**src/rtl/cfg_pkg.sv**
```systemverilog
package cfg_pkg;
  typedef enum logic [2:0] {
    ST_IDLE,
    ST_PULSE,
    ST_WAIT_REL,
    ST_LOADING,
    ST_WAIT_INIT,
    ST_USER
  } cfg_state_e;
endpackage

```
**src/rtl/cfg_sync.sv**
```systemverilog
module cfg_sync #(
  parameter int unsigned WIDTH   = 3,
  parameter int unsigned STAGES  = 2,
  parameter logic [WIDTH-1:0] RST_VAL = '0
) (
  input  logic             clk_i,
  input  logic             rst_ni,
  input  logic [WIDTH-1:0] d_i,
  output logic [WIDTH-1:0] q_o
);
  logic [WIDTH-1:0] stg [STAGES];

  for (genvar s = 0; s < STAGES; s++) begin : g_stage
    if (s == 0) begin : g_first
      always_ff @(posedge clk_i or negedge rst_ni)
        if (!rst_ni) stg[0] <= RST_VAL;
        else         stg[0] <= d_i;
    end else begin : g_next
      always_ff @(posedge clk_i or negedge rst_ni)
        if (!rst_ni) stg[s] <= RST_VAL;
        else         stg[s] <= stg[s-1];
    end
  end

  assign q_o = stg[STAGES-1];
endmodule

```
**src/rtl/cfg_timer.sv**
```systemverilog
module cfg_timer #(
  parameter int unsigned W = 12
) (
  input  logic         clk_i,
  input  logic         rst_ni,
  input  logic         load_i,
  input  logic [W-1:0] load_val_i,
  output logic         expired_o
);
  logic [W-1:0] cnt_q;

  always_ff @(posedge clk_i or negedge rst_ni)
    if (!rst_ni)          cnt_q <= '0;
    else if (load_i)      cnt_q <= load_val_i;
    else if (cnt_q != '0) cnt_q <= cnt_q - W'(1);

  assign expired_o = (cnt_q == '0);
endmodule

```
**src/rtl/cfg_retry.sv**
```systemverilog
module cfg_retry #(
  parameter int unsigned LIMIT = 3,
  parameter int unsigned W     = 2
) (
  input  logic clk_i,
  input  logic rst_ni,
  input  logic clr_i,
  input  logic inc_i,
  output logic exhausted_o
);
  logic [W-1:0] cnt_q;

  always_ff @(posedge clk_i or negedge rst_ni)
    if (!rst_ni)     cnt_q <= '0;
    else if (clr_i)  cnt_q <= '0;
    else if (inc_i)  cnt_q <= cnt_q + W'(1);

  assign exhausted_o = (cnt_q == W'(LIMIT));
endmodule

```
**src/rtl/cfg_supervisor.sv**
```systemverilog
module cfg_supervisor
  import cfg_pkg::*;
#(
  parameter int unsigned PULSE_CYCLES = 2000,  // >= 40 us at 50 MHz
  parameter int unsigned WDOG_CYCLES  = 5000,  // well beyond the ~30 us self-restart
  parameter int unsigned MAX_RETRIES  = 3,
  parameter int unsigned SYNC_STAGES  = 2
) (
  input  logic clk_i,
  input  logic rst_ni,
  input  logic status_n_i,
  input  logic conf_done_i,
  input  logic init_done_i,
  input  logic auto_restart_i,
  input  logic reconfig_req_i,
  output logic config_n_o,
  output logic user_mode_o,
  output logic error_o,
  output logic busy_o
);
  localparam int unsigned CNT_MAX = (PULSE_CYCLES > WDOG_CYCLES) ? PULSE_CYCLES : WDOG_CYCLES;
  localparam int unsigned TW      = $clog2(CNT_MAX + 1);
  localparam int unsigned RW      = (MAX_RETRIES < 1) ? 1 : $clog2(MAX_RETRIES + 1);
  localparam logic [TW-1:0] PULSE_LD = TW'(PULSE_CYCLES - 1);
  localparam logic [TW-1:0] WDOG_LD  = TW'(WDOG_CYCLES - 1);

  cfg_state_e state_q, state_d;
  logic [2:0] sync_q;
  logic status_s, conf_s, init_s, init_prev_q, init_rise;
  logic tmr_load, tmr_exp;
  logic [TW-1:0] tmr_val;
  logic rty_clr, rty_inc, rty_exh;
  logic err_set, err_clr, err_q;

  cfg_sync #(.WIDTH(3), .STAGES(SYNC_STAGES), .RST_VAL(3'b001)) u_sync (
    .clk_i, .rst_ni,
    .d_i ({init_done_i, conf_done_i, status_n_i}),
    .q_o (sync_q)
  );
  assign status_s = sync_q[0];
  assign conf_s   = sync_q[1];
  assign init_s   = sync_q[2];

  cfg_timer #(.W(TW)) u_timer (
    .clk_i, .rst_ni,
    .load_i     (tmr_load),
    .load_val_i (tmr_val),
    .expired_o  (tmr_exp)
  );

  cfg_retry #(.LIMIT(MAX_RETRIES), .W(RW)) u_retry (
    .clk_i, .rst_ni,
    .clr_i       (rty_clr),
    .inc_i       (rty_inc),
    .exhausted_o (rty_exh)
  );

  assign init_rise = init_s & ~init_prev_q;

  always_comb begin
    state_d  = state_q;
    tmr_load = 1'b0;
    tmr_val  = PULSE_LD;
    rty_clr  = 1'b0;
    rty_inc  = 1'b0;
    err_set  = 1'b0;
    err_clr  = 1'b0;
    unique case (state_q)
      ST_IDLE: if (reconfig_req_i) begin
        state_d  = ST_PULSE;
        tmr_load = 1'b1;
        rty_clr  = 1'b1;
        err_clr  = 1'b1;
      end
      ST_PULSE: if (tmr_exp) begin
        state_d  = ST_WAIT_REL;
        tmr_load = 1'b1;
        tmr_val  = WDOG_LD;
      end
      ST_WAIT_REL: begin
        if (status_s) state_d = ST_LOADING;
        else if (tmr_exp) begin
          err_set = 1'b1;
          state_d = ST_IDLE;
        end
      end
      ST_LOADING: begin
        if (conf_s) state_d = ST_WAIT_INIT;
        else if (!status_s) begin
          if (rty_exh) begin
            err_set = 1'b1;
            state_d = ST_IDLE;
          end else begin
            rty_inc  = 1'b1;
            tmr_load = 1'b1;
            if (auto_restart_i) begin
              state_d = ST_WAIT_REL;  // target restarts itself
              tmr_val = WDOG_LD;
            end else begin
              state_d = ST_PULSE;
            end
          end
        end
      end
      ST_WAIT_INIT: if (init_rise) state_d = ST_USER;
      ST_USER: if (reconfig_req_i) begin
        state_d  = ST_PULSE;
        tmr_load = 1'b1;
        rty_clr  = 1'b1;
      end
      default: state_d = ST_IDLE;
    endcase
  end

  always_ff @(posedge clk_i or negedge rst_ni)
    if (!rst_ni) begin
      state_q     <= ST_IDLE;
      init_prev_q <= 1'b0;
      err_q       <= 1'b0;
    end else begin
      state_q     <= state_d;
      init_prev_q <= init_s;
      if (err_clr)      err_q <= 1'b0;
      else if (err_set) err_q <= 1'b1;
    end

  assign config_n_o  = (state_q != ST_PULSE);
  assign user_mode_o = (state_q == ST_USER);
  assign busy_o      = (state_q != ST_IDLE) && (state_q != ST_USER);
  assign error_o     = err_q;
endmodule

```
**config.mk**
```make
export PLATFORM = sky130hd
export DESIGN_NAME = cfg_supervisor
export DESIGN_NICKNAME = d
export VERILOG_FILES = /design/src/rtl/cfg_pkg.sv /design/src/rtl/cfg_sync.sv /design/src/rtl/cfg_timer.sv /design/src/rtl/cfg_retry.sv /design/src/rtl/cfg_supervisor.sv
export SDC_FILE = /design/constraint.sdc
export NUM_CORES = 1
export LEC_CHECK = 0
export ABC_CLOCK_PERIOD_IN_PS = 4000
export BUFFER_PORTS_ARGS = -buffer_cell sky130_fd_sc_hd__buf_2
export CAP_MARGIN = 20
export CELL_PAD_IN_SITES_DETAIL_PLACEMENT = 0
export CELL_PAD_IN_SITES_GLOBAL_PLACEMENT = 1
export CORE_ASPECT_RATIO = 0.75
export CORE_UTILIZATION = 35
export CTS_CLUSTER_DIAMETER = 150
export DETAILED_ROUTE_END_ITERATION = 16
export PLACE_DENSITY = 0.75
export REMOVE_ABC_BUFFERS = 1
export SLEW_MARGIN = 20
export SYNTH_ARGS = -nofsm -noshare
export SYNTH_HDL_FRONTEND = slang
export SYNTH_SLANG_ARGS = --single-unit
export TNS_END_PERCENT = 10
```
**constraint.sdc**
```tcl
create_clock -name clk_i -period 4 [get_ports clk_i]
set_clock_uncertainty 0.1 [all_clocks]
set_input_delay 0.8 -clock clk_i [delete_from_list [all_inputs] [get_ports clk_i]]
set_output_delay 0.8 -clock clk_i [all_outputs]
set_load 0.05 [all_outputs]
```
==> results.yml, run 1 <==
outcome:
  status: "complete, no violations"
clock_tree:
  clkTransAtPathRegs_ns: 0.08
  cts_inserted_buffers: 3
  cts_max_path_buffers: 2
  cts_setup_buffers: 0
  cts_sinks: 26
  clockRootBuffer: "clkbuf_8"
  cts_repair_resize_count: 0
  htree_num_levels: 1
  cts_tree: "built"
  postCtsHoldBufs: 0
  clk_latency_ns: 0.27
routing:
  wl_per_cell_um: 13.5
  ant_nets: 0
  drc: 0
  drt-pass1-iter-count: 4
  viasPerCell: 5.32
  num_vias: 1085
  drt_iter0_markers: 60
  drt-total-wl_um: 2760
placement:
  hpwl_um: 2070
  postPlaceCellArea_mm2: 0.00146
  gp_congestion: 0.910
  io_buffers: 10
worst_setup_path:
  cp.required_ns: 3.10
  critPathKind: "reg2out"
  crit_path_start_kind: "flip-flop"
  crit_fanout: 11
  worstRegToRegCells: 7
  crit_arrival_ns: 2.02
  endpoint_kind: "output port"
die:
  rows: 19
  dieWidth_um: 74.2
  start_util_pct: 36.9
  dieArea_mm2: 0.00417
  core_mm2: 0.00371
  die_h_um: 56.2
  ios: 11
power:
  pwr-share-seq_pct: 44.3
  switching_power_mw: 0.415
  p_total_mw: 0.966
  intPower_mw: 0.552
  clkPwrFrac_pct: 15.6
  p_comb_share_pct: 40.1
  ir_drop_uv: 363
  cellPowerDensity_mw_per_mm2: 642
  switching_share_pct: 42.9
  p_leak_nw: 0.609
global_routing:
  grt_pass1_vias: 1011
  grt_pass1_wl_um: 4800
  grt_usage_pct: 15.5
  grt_max_degree: 27
  grt_antenna_before_repair: 0
  grt-ovfl-total: 0
synth:
  ys_seq_area_share_pct: 47.7
  ys_warn_count: 0
  synth_edf_count: 0
  ys.flop_type: "dfrtp_1"
  synthCells: 143
  syn_avg_cell_area_um2: 9.58
  yosys.area.top_type_share_pct: 43.8
  synth_area_leaders: "dfrtp_1, a21oi_1, dfstp_2"
  ys_ff_latch: 26
  yosysTopAreaCell: "dfrtp_1"
  synth_area_mm2: 0.00137
  synthDistinctLibCells: 44
  async_flop_share_pct: 100
final_layout:
  drive_gt1_share_pct: 15.1
  num-nets-final: 162
  fill_cells: 376
  antennaDiodeCount: 0
  areaGrowthSynthToFinish_pct: 9.77
  post-route-cell-area_mm2: 0.00150
timing:
  worstMarginPinSlew_ns: 0.749
  finalHoldViolations: 0
  finalMaxSlewViolations: 0
  tns_ns: 0
  grt_setup_unrepaired: "no"
  fin_crit_ns: 2.92
  relSlewSlack_pct: 49.7
  setup_viol: 0
  fmax_ghz: 0.343
  fin_crit_sh_pct: 72.9
flow_run:
  maxCapViolCount: 0
hold_path:
  min_path_cells: 0
  worstHoldPathType: "reg2reg"
[synthesized netlist by cell type (2+ instances only)]
master and instances:
nand2b_1 2, xnor2_1 2, inv_1 6, nor3_1 9
nand3_1 4, o21ai_1 2, nor4b_1 2, nand2_1 14
dfrtp_1 24, or3_1 2, a21oi_1 12, mux2i_1 2
o21ai_0 7, nor2_1 14, xor2_1 3, dfstp_2 2
ha_1 2, a21o_1 2, a211oi_1 3, or4_4 2
clkbuf_1 4
[sequential cells by signal (all words and copies together), names as in the netlist]
signal         cells
state_q            3
u_sync.stg         3
error_o            1
u_timer.cnt_q     13
init_prev_q        1
u_sync.q_o         3
u_retry.cnt_q      2
[logic make-up after synthesis]
logic type	share of synthesized area, %
and+or+nand+nor	25.8
xor gates and xnor gates	3.20
adders and majority gates	1.83
muxes	2.28
DFF	47.7
AOI/OAI and AO/OA	15.6
buffers and inverters	3.56
[worst paths after layout]
check / startpoint / to / slack (ns)
setup / recovery: state_q[0] / config_n_o / 1.08
hold / removal: u_sync.stg[3] / u_sync.q_o[0] / 0.26
setup reg to reg: u_timer.cnt_q[0] / state_q[0] / 1.35
hold reg to reg: u_sync.stg[3] / u_sync.q_o[0] / 0.26
max in group asynchronous: rst_ni / error_o / 2.98
min in group asynchronous: rst_ni / u_timer.cnt_q[4] / 0.42
[power by group through the flow]
stage / clock network (mW) / logic (mW) / registers [mW]
after floorplan: 0 / 0.307 / 0.408
after global placement: 0 / 0.379 / 0.428
after detailed placement: 0 / 0.391 / 0.430
after CTS: 0.157 / 0.393 / 0.425
after global routing: 0.164 / 0.434 / 0.443
final: 0.151 / 0.388 / 0.428
[layout by cell type (no fill, tap or decap), drive strengths merged, types with 2 or more instances in the layout]
cell type,count
a21oi,12
a21o,2
buf,10
mux2i,2
nand3,4
dfstp,2
xor2,3
inv,6
ha,2
a211oi,3
nand2b,2
nor3,9
or3,2
nor4b,2
o21ai,9
clkbuf,4
nand2,14
xnor2,2
nor2,15
dfrtp,24
or4,3
[per-layer routing]
layer	vias to the layer above	track usage, %	routed length [µm]
met2	22	20.6	1230
met1	537	23.9	1370
li1	524	-	-
met3	2	4.53	147
met5	-	0	0
met4	0	4.58	17
[final cells by class]
class                      count  area, µm²  area share [%]
multi-input combinational    106        668            44.4
inverter                       6       22.5            1.50
tap                           52       65.1            4.33
clock buffer                   4       45.0            3.00
sequential                    26        653            43.4
timing repair buffer          10       50.0            3.33
[worst max-delay path: stages (launching register included)]
cell     delay [ns]
dfrtp_1        0.53
inv_1          0.10
nor3_1         0.59
inv_1          0.26
buf_2          0.28
[per-stage QoR]
stage	util [%]	worst slack, ns	hold WS, ns	cells
after detailed placement	39.3	1.35	0.239	200
after floorplan	-	1.42	0.231	138
after CTS	40.6	1.08	0.259	204
after global routing	40.6	0.858	0.264	204
after global placement	39.3	1.42	0.236	200
final	40.6	1.08	0.261	204
(Power assumes the default switching activity.)
==> run 2, diff against run 1 <==
--- a/config.mk
+++ b/config.mk
@@ -5,7 +5,7 @@
 export SDC_FILE = /design/constraint.sdc
 export NUM_CORES = 1
 export LEC_CHECK = 0
-export ABC_CLOCK_PERIOD_IN_PS = 4000
+export ABC_CLOCK_PERIOD_IN_PS = 2700
 export BUFFER_PORTS_ARGS = -buffer_cell sky130_fd_sc_hd__buf_2
 export CAP_MARGIN = 20
 export CELL_PAD_IN_SITES_DETAIL_PLACEMENT = 0
==> constraint.sdc (replaced) <==
create_clock -name clk_i -period 2.7 [get_ports clk_i]
set_clock_uncertainty 0.1 [all_clocks]
set_input_delay 0.54 -clock clk_i [delete_from_list [all_inputs] [get_ports clk_i]]
set_output_delay 0.54 -clock clk_i [all_outputs]
set_load 0.05 [all_outputs]
==> run 2 against run 1 <==
Against the previous run: die area did not move; non-clock buffer count rose by 6; sequential power rose by 50%; clock power rose by 110%; global-route usage rose by 0.94 points; sequential share of layout area fell by 2.0 points; critical path type is now reg2reg; critical endpoint is now u_timer.cnt_q[7].
==> results.yml, run 2 (synthesis gave the netlist of run 1 again) <==
timing:
  tns_ns: 0
  finalHoldViolations: 0
  finalMaxSlewViolations: 0
  fin_crit_sh_pct: 93.9
  setup_viol: 0
  fmax_ghz: 0.394
  relSlewSlack_pct: 60.9
  grt_setup_unrepaired: "no"
  worst_slack_ns: 0.163
  fin_crit_ns: 2.54
  worstMarginPinSlew_ns: 0.586
  whs_ns: 0.155
final_layout:
  post-route-cell-area_mm2: 0.00158
  final_common_cell: "dfrtp_1"
  regMostFlops: "u_timer.cnt_q"
  fin_util_pct: 42.5
  drive_gt1_share_pct: 19.0
  largest_reg_flops: 13
  instances_no_fill: 210
  num-nets-final: 168
  areaGrowthSynthToFinish_pct: 15.0
  final_cell_mix: "dfrtp_1, nor2_1, nand2_1"
  antennaDiodeCount: 0
flow_run:
  maxCapViolCount: 0
routing:
  wl_per_cell_um: 13.9
  drt-total-wl_um: 2910
  num_vias: 1080
  ant_nets: 0
  drt-pass1-iter-count: 4
  viasPerCell: 5.14
  drt_iter0_markers: 91
  drc: 0
power:
  cellPowerDensity_mw_per_mm2: 988
  switching_power_mw: 0.632
  clkPwrFrac_pct: 20.8
  pwr-share-seq_pct: 41.1
  p_leak_nw: 0.653
  ir_drop_uv: 495
  switching_share_pct: 40.6
  p_total_mw: 1.56
  intPower_mw: 0.925
  p_comb_share_pct: 38.1
clock_tree:
  cts_repair_resize_count: 0
  clkTransAtPathRegs_ns: 0.09
  cts_inserted_buffers: 3
  cts_sinks: 26
  postCtsHoldBufs: 0
  clockRootBuffer: "clkbuf_8"
  clk_latency_ns: 0.27
  cts_tree: "built"
  cts_max_path_buffers: 2
  cts_setup_buffers: 0
  htree_num_levels: 1
worst_setup_path:
  crit_path_start_kind: "flip-flop"
  cp.required_ns: 2.77
  endpoint_kind: "flip-flop"
  rrSetupSlack_ns: 0.16
  crit_fanout: 10
  worstRegToRegCells: 8
  r2r-start: "u_timer.cnt_q[0]"
  critical_path.max_stage_delay_ns: 0.52
  path_cells: "inv_1 > ha_1 > or4b_4 > or4_4 > buf_4 > nor2_4 > a211oi_1 > a211o_1"
  worst_path_max_delay_cell: "or4b_4"
  r2r-end: "u_timer.cnt_q[7]"
  critPathKind: "reg2reg"
  crit_arrival_ns: 2.60
die:
  ios: 11
  core_mm2: 0.00371
  dieWidth_um: 74.2
  dieArea_mm2: 0.00417
  die_h_um: 56.2
  rows: 19
  start_util_pct: 36.9
placement:
  io_buffers: 10
  dp_cells: 206
  post-place-ws_ns: 0.180
  gp_congestion: 0.883
  hpwl_um: 2150
  postPlaceCellArea_mm2: 0.00150
hold_path:
  worstHoldPathType: "in2async"
outcome:
  status: "complete, no violations"
global_routing:
  grt_pass1_vias: 1079
  grt-ovfl-total: 0
  grt_antenna_before_repair: 0
  grt_pass1_wl_um: 5230
  grt_usage_pct: 16.4
  grt_max_degree: 27
run 2: layout make-up:
cell class / instances / area, µm²
clock buffer: 3 / 41.3
clock inverter: 1 / 30.0
fill: 378 / 2130
inverter: 6 / 22.5
multi-input combinational: 106 / 668
sequential: 26 / 653
tap: 52 / 65.1
timing repair buffer: 16 / 95.1
run 2: worst max-delay path by stage:
stage	cells after the start	startpoint	endpoint	slack [ns]
3_5_place_dp	8	u_timer.cnt_q[0]	u_timer.cnt_q[7]	0.18
4_1_cts	8	u_timer.cnt_q[0]	u_timer.cnt_q[7]	0.17
6_report	8	u_timer.cnt_q[0]	u_timer.cnt_q[7]	0.16
5_1_grt	7	u_timer.cnt_q[0]	state_q[0]	0.04
2_1_floorplan	7	u_timer.cnt_q[0]	state_q[0]	0.20
3_3_place_gp	8	u_timer.cnt_q[0]	u_timer.cnt_q[7]	0.24
run 2: power by group through the flow:
stage | Clock, mW | Combinational [mW] | Sequential (mW)
finish | 0.324 | 0.593 | 0.640
detailed placement | 0 | 0.596 | 0.642
CTS | 0.331 | 0.598 | 0.636
global route | 0.352 | 0.669 | 0.657
floorplan | 0 | 0.455 | 0.605
global placement | 0 | 0.583 | 0.639
run 2: per-layer routing:
layer | GRT usage, % | routed length, µm | vias up
met5 | 0 | 0 | -
met1 | 24.5 | 1580 | 524
li1 | - | - | 540
met2 | 24.5 | 1250 | 14
met3 | 3.80 | 79 | 2
met4 | 2.70 | 9 | 0
run 2: critical path, delay by kind of cell, from the launching register on:
kind	cells	cell delay (ns)
AND/OR/NAND/NOR	3	1.11
flip-flops	1	0.43
AO/OA/AOI/OAI	2	0.31
buffers and inverters	2	0.27
adder cells (fa/ha/maj)	1	0.21
==> run 3, diff against run 2 <==
--- a/config.mk
+++ b/config.mk
@@ -15,7 +15,6 @@
 export CTS_CLUSTER_DIAMETER = 150
 export DETAILED_ROUTE_END_ITERATION = 16
 export PLACE_DENSITY = 0.75
-export REMOVE_ABC_BUFFERS = 1
 export SLEW_MARGIN = 20
 export SYNTH_ARGS = -nofsm -noshare
 export SYNTH_HDL_FRONTEND = slang
==> run 3 against run 2 <==
Against the previous run: first-iteration DRC count up 6.6%; clock power about the same; cell area unchanged; power down 0.43%; utilization unchanged; critical endpoint unchanged.
==> results.yml, run 3 (synthesis gave the netlist of run 1 again) <==
outcome:
  status: "complete, no violations"
routing:
  viasPerCell: 5.10
  drt-total-wl_um: 2790
  wl_per_cell_um: 13.3
  ant_nets: 0
  drc: 0
  drt-pass1-iter-count: 4
  drt_iter0_markers: 97
  num_vias: 1072
worst_setup_path:
  worst_path_max_delay_cell: "or4b_4"
  crit_path_start_kind: "flip-flop"
  crit_family: "simple AND/OR/NAND/NOR gates"
  critical_path.max_stage_delay_ns: 0.52
  cp.required_ns: 2.77
  critPathKind: "reg2reg"
  crit_fanout: 10
  path_cells: "inv_1 > ha_1 > or4b_4 > or4_4 > buf_4 > nor2_4 > a211oi_1 > a211o_1"
  endpoint_kind: "flip-flop"
  crit_buf_inv: 2
  crit_arrival_ns: 2.59
power:
  p_leak_nw: 0.653
  ir_drop_uv: 550
  cellPowerDensity_mw_per_mm2: 984
die:
  dieWidth_um: 74.2
  ios: 11
  dieArea_mm2: 0.00417
  start_util_pct: 36.9
  rows: 19
  die_h_um: 56.2
  core_mm2: 0.00371
timing:
  worstMarginPinSlew_ns: 0.570
  finalMaxSlewViolations: 0
  tns_ns: 0
  setup_viol: 0
  fin_crit_ns: 2.52
  grt_setup_unrepaired: "no"
  fmax_ghz: 0.396
  finalHoldViolations: 0
  worst_slack_ns: 0.177
  relSlewSlack_pct: 62.0
  fin_crit_sh_pct: 93.5
global_routing:
  grt_usage_pct: 15.9
  grt_max_degree: 27
  grt_antenna_before_repair: 0
  grt_pass1_wl_um: 5020
  grt_pass1_vias: 1023
  grt-ovfl-total: 0
clock_tree:
  postCtsHoldBufs: 0
  clockRootBuffer: "clkbuf_8"
  cts_setup_buffers: 0
  clk_latency_ns: 0.27
  cts_tree: "built"
  cts_inserted_buffers: 3
  cts_max_path_buffers: 2
  htree_num_levels: 1
  clkTransAtPathRegs_ns: 0.09
  cts_sinks: 26
  cts_repair_resize_count: 0
final_layout:
  post-route-cell-area_mm2: 0.00158
  final_cell_mix: "dfrtp_1, nor2_1, nand2_1"
  regMostFlops: "u_timer.cnt_q"
  final_common_cell: "dfrtp_1"
  num-nets-final: 168
  areaGrowthSynthToFinish_pct: 15.0
  antennaDiodeCount: 0
  drive_gt1_share_pct: 19.0
  largest_reg_flops: 13
placement:
  io_buffers: 10
  postPlaceCellArea_mm2: 0.00150
  post-place-ws_ns: 0.199
  hpwl_um: 2030
  gp_congestion: 0.848
hold_path:
  worstHoldPathType: "in2async"
synth:
  synth_nets: 152
flow_run:
  maxCapViolCount: 0
==> run 3: cell counts in the layout (fill, tap and decap cells not counted) <==
No cell type changed its count.
==> run 3: area by class of cell <==
class	instances	area, µm²
Fill cell	378	2130
Multi-Input combinational cell	106	668
Sequential cell	26	653
Timing Repair Buffer	16	95.1
Tap cell	52	65.1
Clock buffer	3	41.3
Clock inverter	1	30.0
Inverter	6	22.5
==> run 3: final timing paths <==
kind	from	endpoint	slack, ns	cells after the start
worst max-delay path	u_timer.cnt_q[0]	u_timer.cnt_q[7]	0.18	8
worst min register to register	u_sync.stg[4]	u_sync.q_o[1]	0.26	0
worst max register to register	u_timer.cnt_q[0]	u_timer.cnt_q[7]	0.18	8
worst min-delay path	rst_ni	u_sync.stg[4]	0.15	1
max in group asynchronous	rst_ni	u_timer.cnt_q[10]	1.97	1
min in group clk_i	status_n_i	u_sync.stg[3]	0.25	1
==> run 3: power by group <==
part / total, mW / internal (mW) / switching, mW
Clock: 0.324 / 0.199 / 0.126
Sequential: 0.637 / 0.488 / 0.149
Combinational: 0.589 / 0.238 / 0.350
==> run 3: layer usage <==
metal  part of all wire (%)  track usage, %  vias to the layer above
met2                     40            20.6                       20
met3                    4.9            3.80                        4
met1                     54            25.7                      506
met4                    1.0            4.04                        0
met5                      0               0                        -
li1                       -               -                      542
==> run 3: per-stage QoR <==
step	power [mW]	utilization (%)	hold slack, ns	instances
2_1_floorplan	1.08	-	0.144	143
3_3_place_gp	1.22	40.6	0.234	206
3_5_place_dp	1.23	40.6	0.240	206
4_1_cts	1.56	42.5	0.169	210
5_1_grt	1.66	42.5	0.195	210
6_report	1.55	42.5	0.148	210
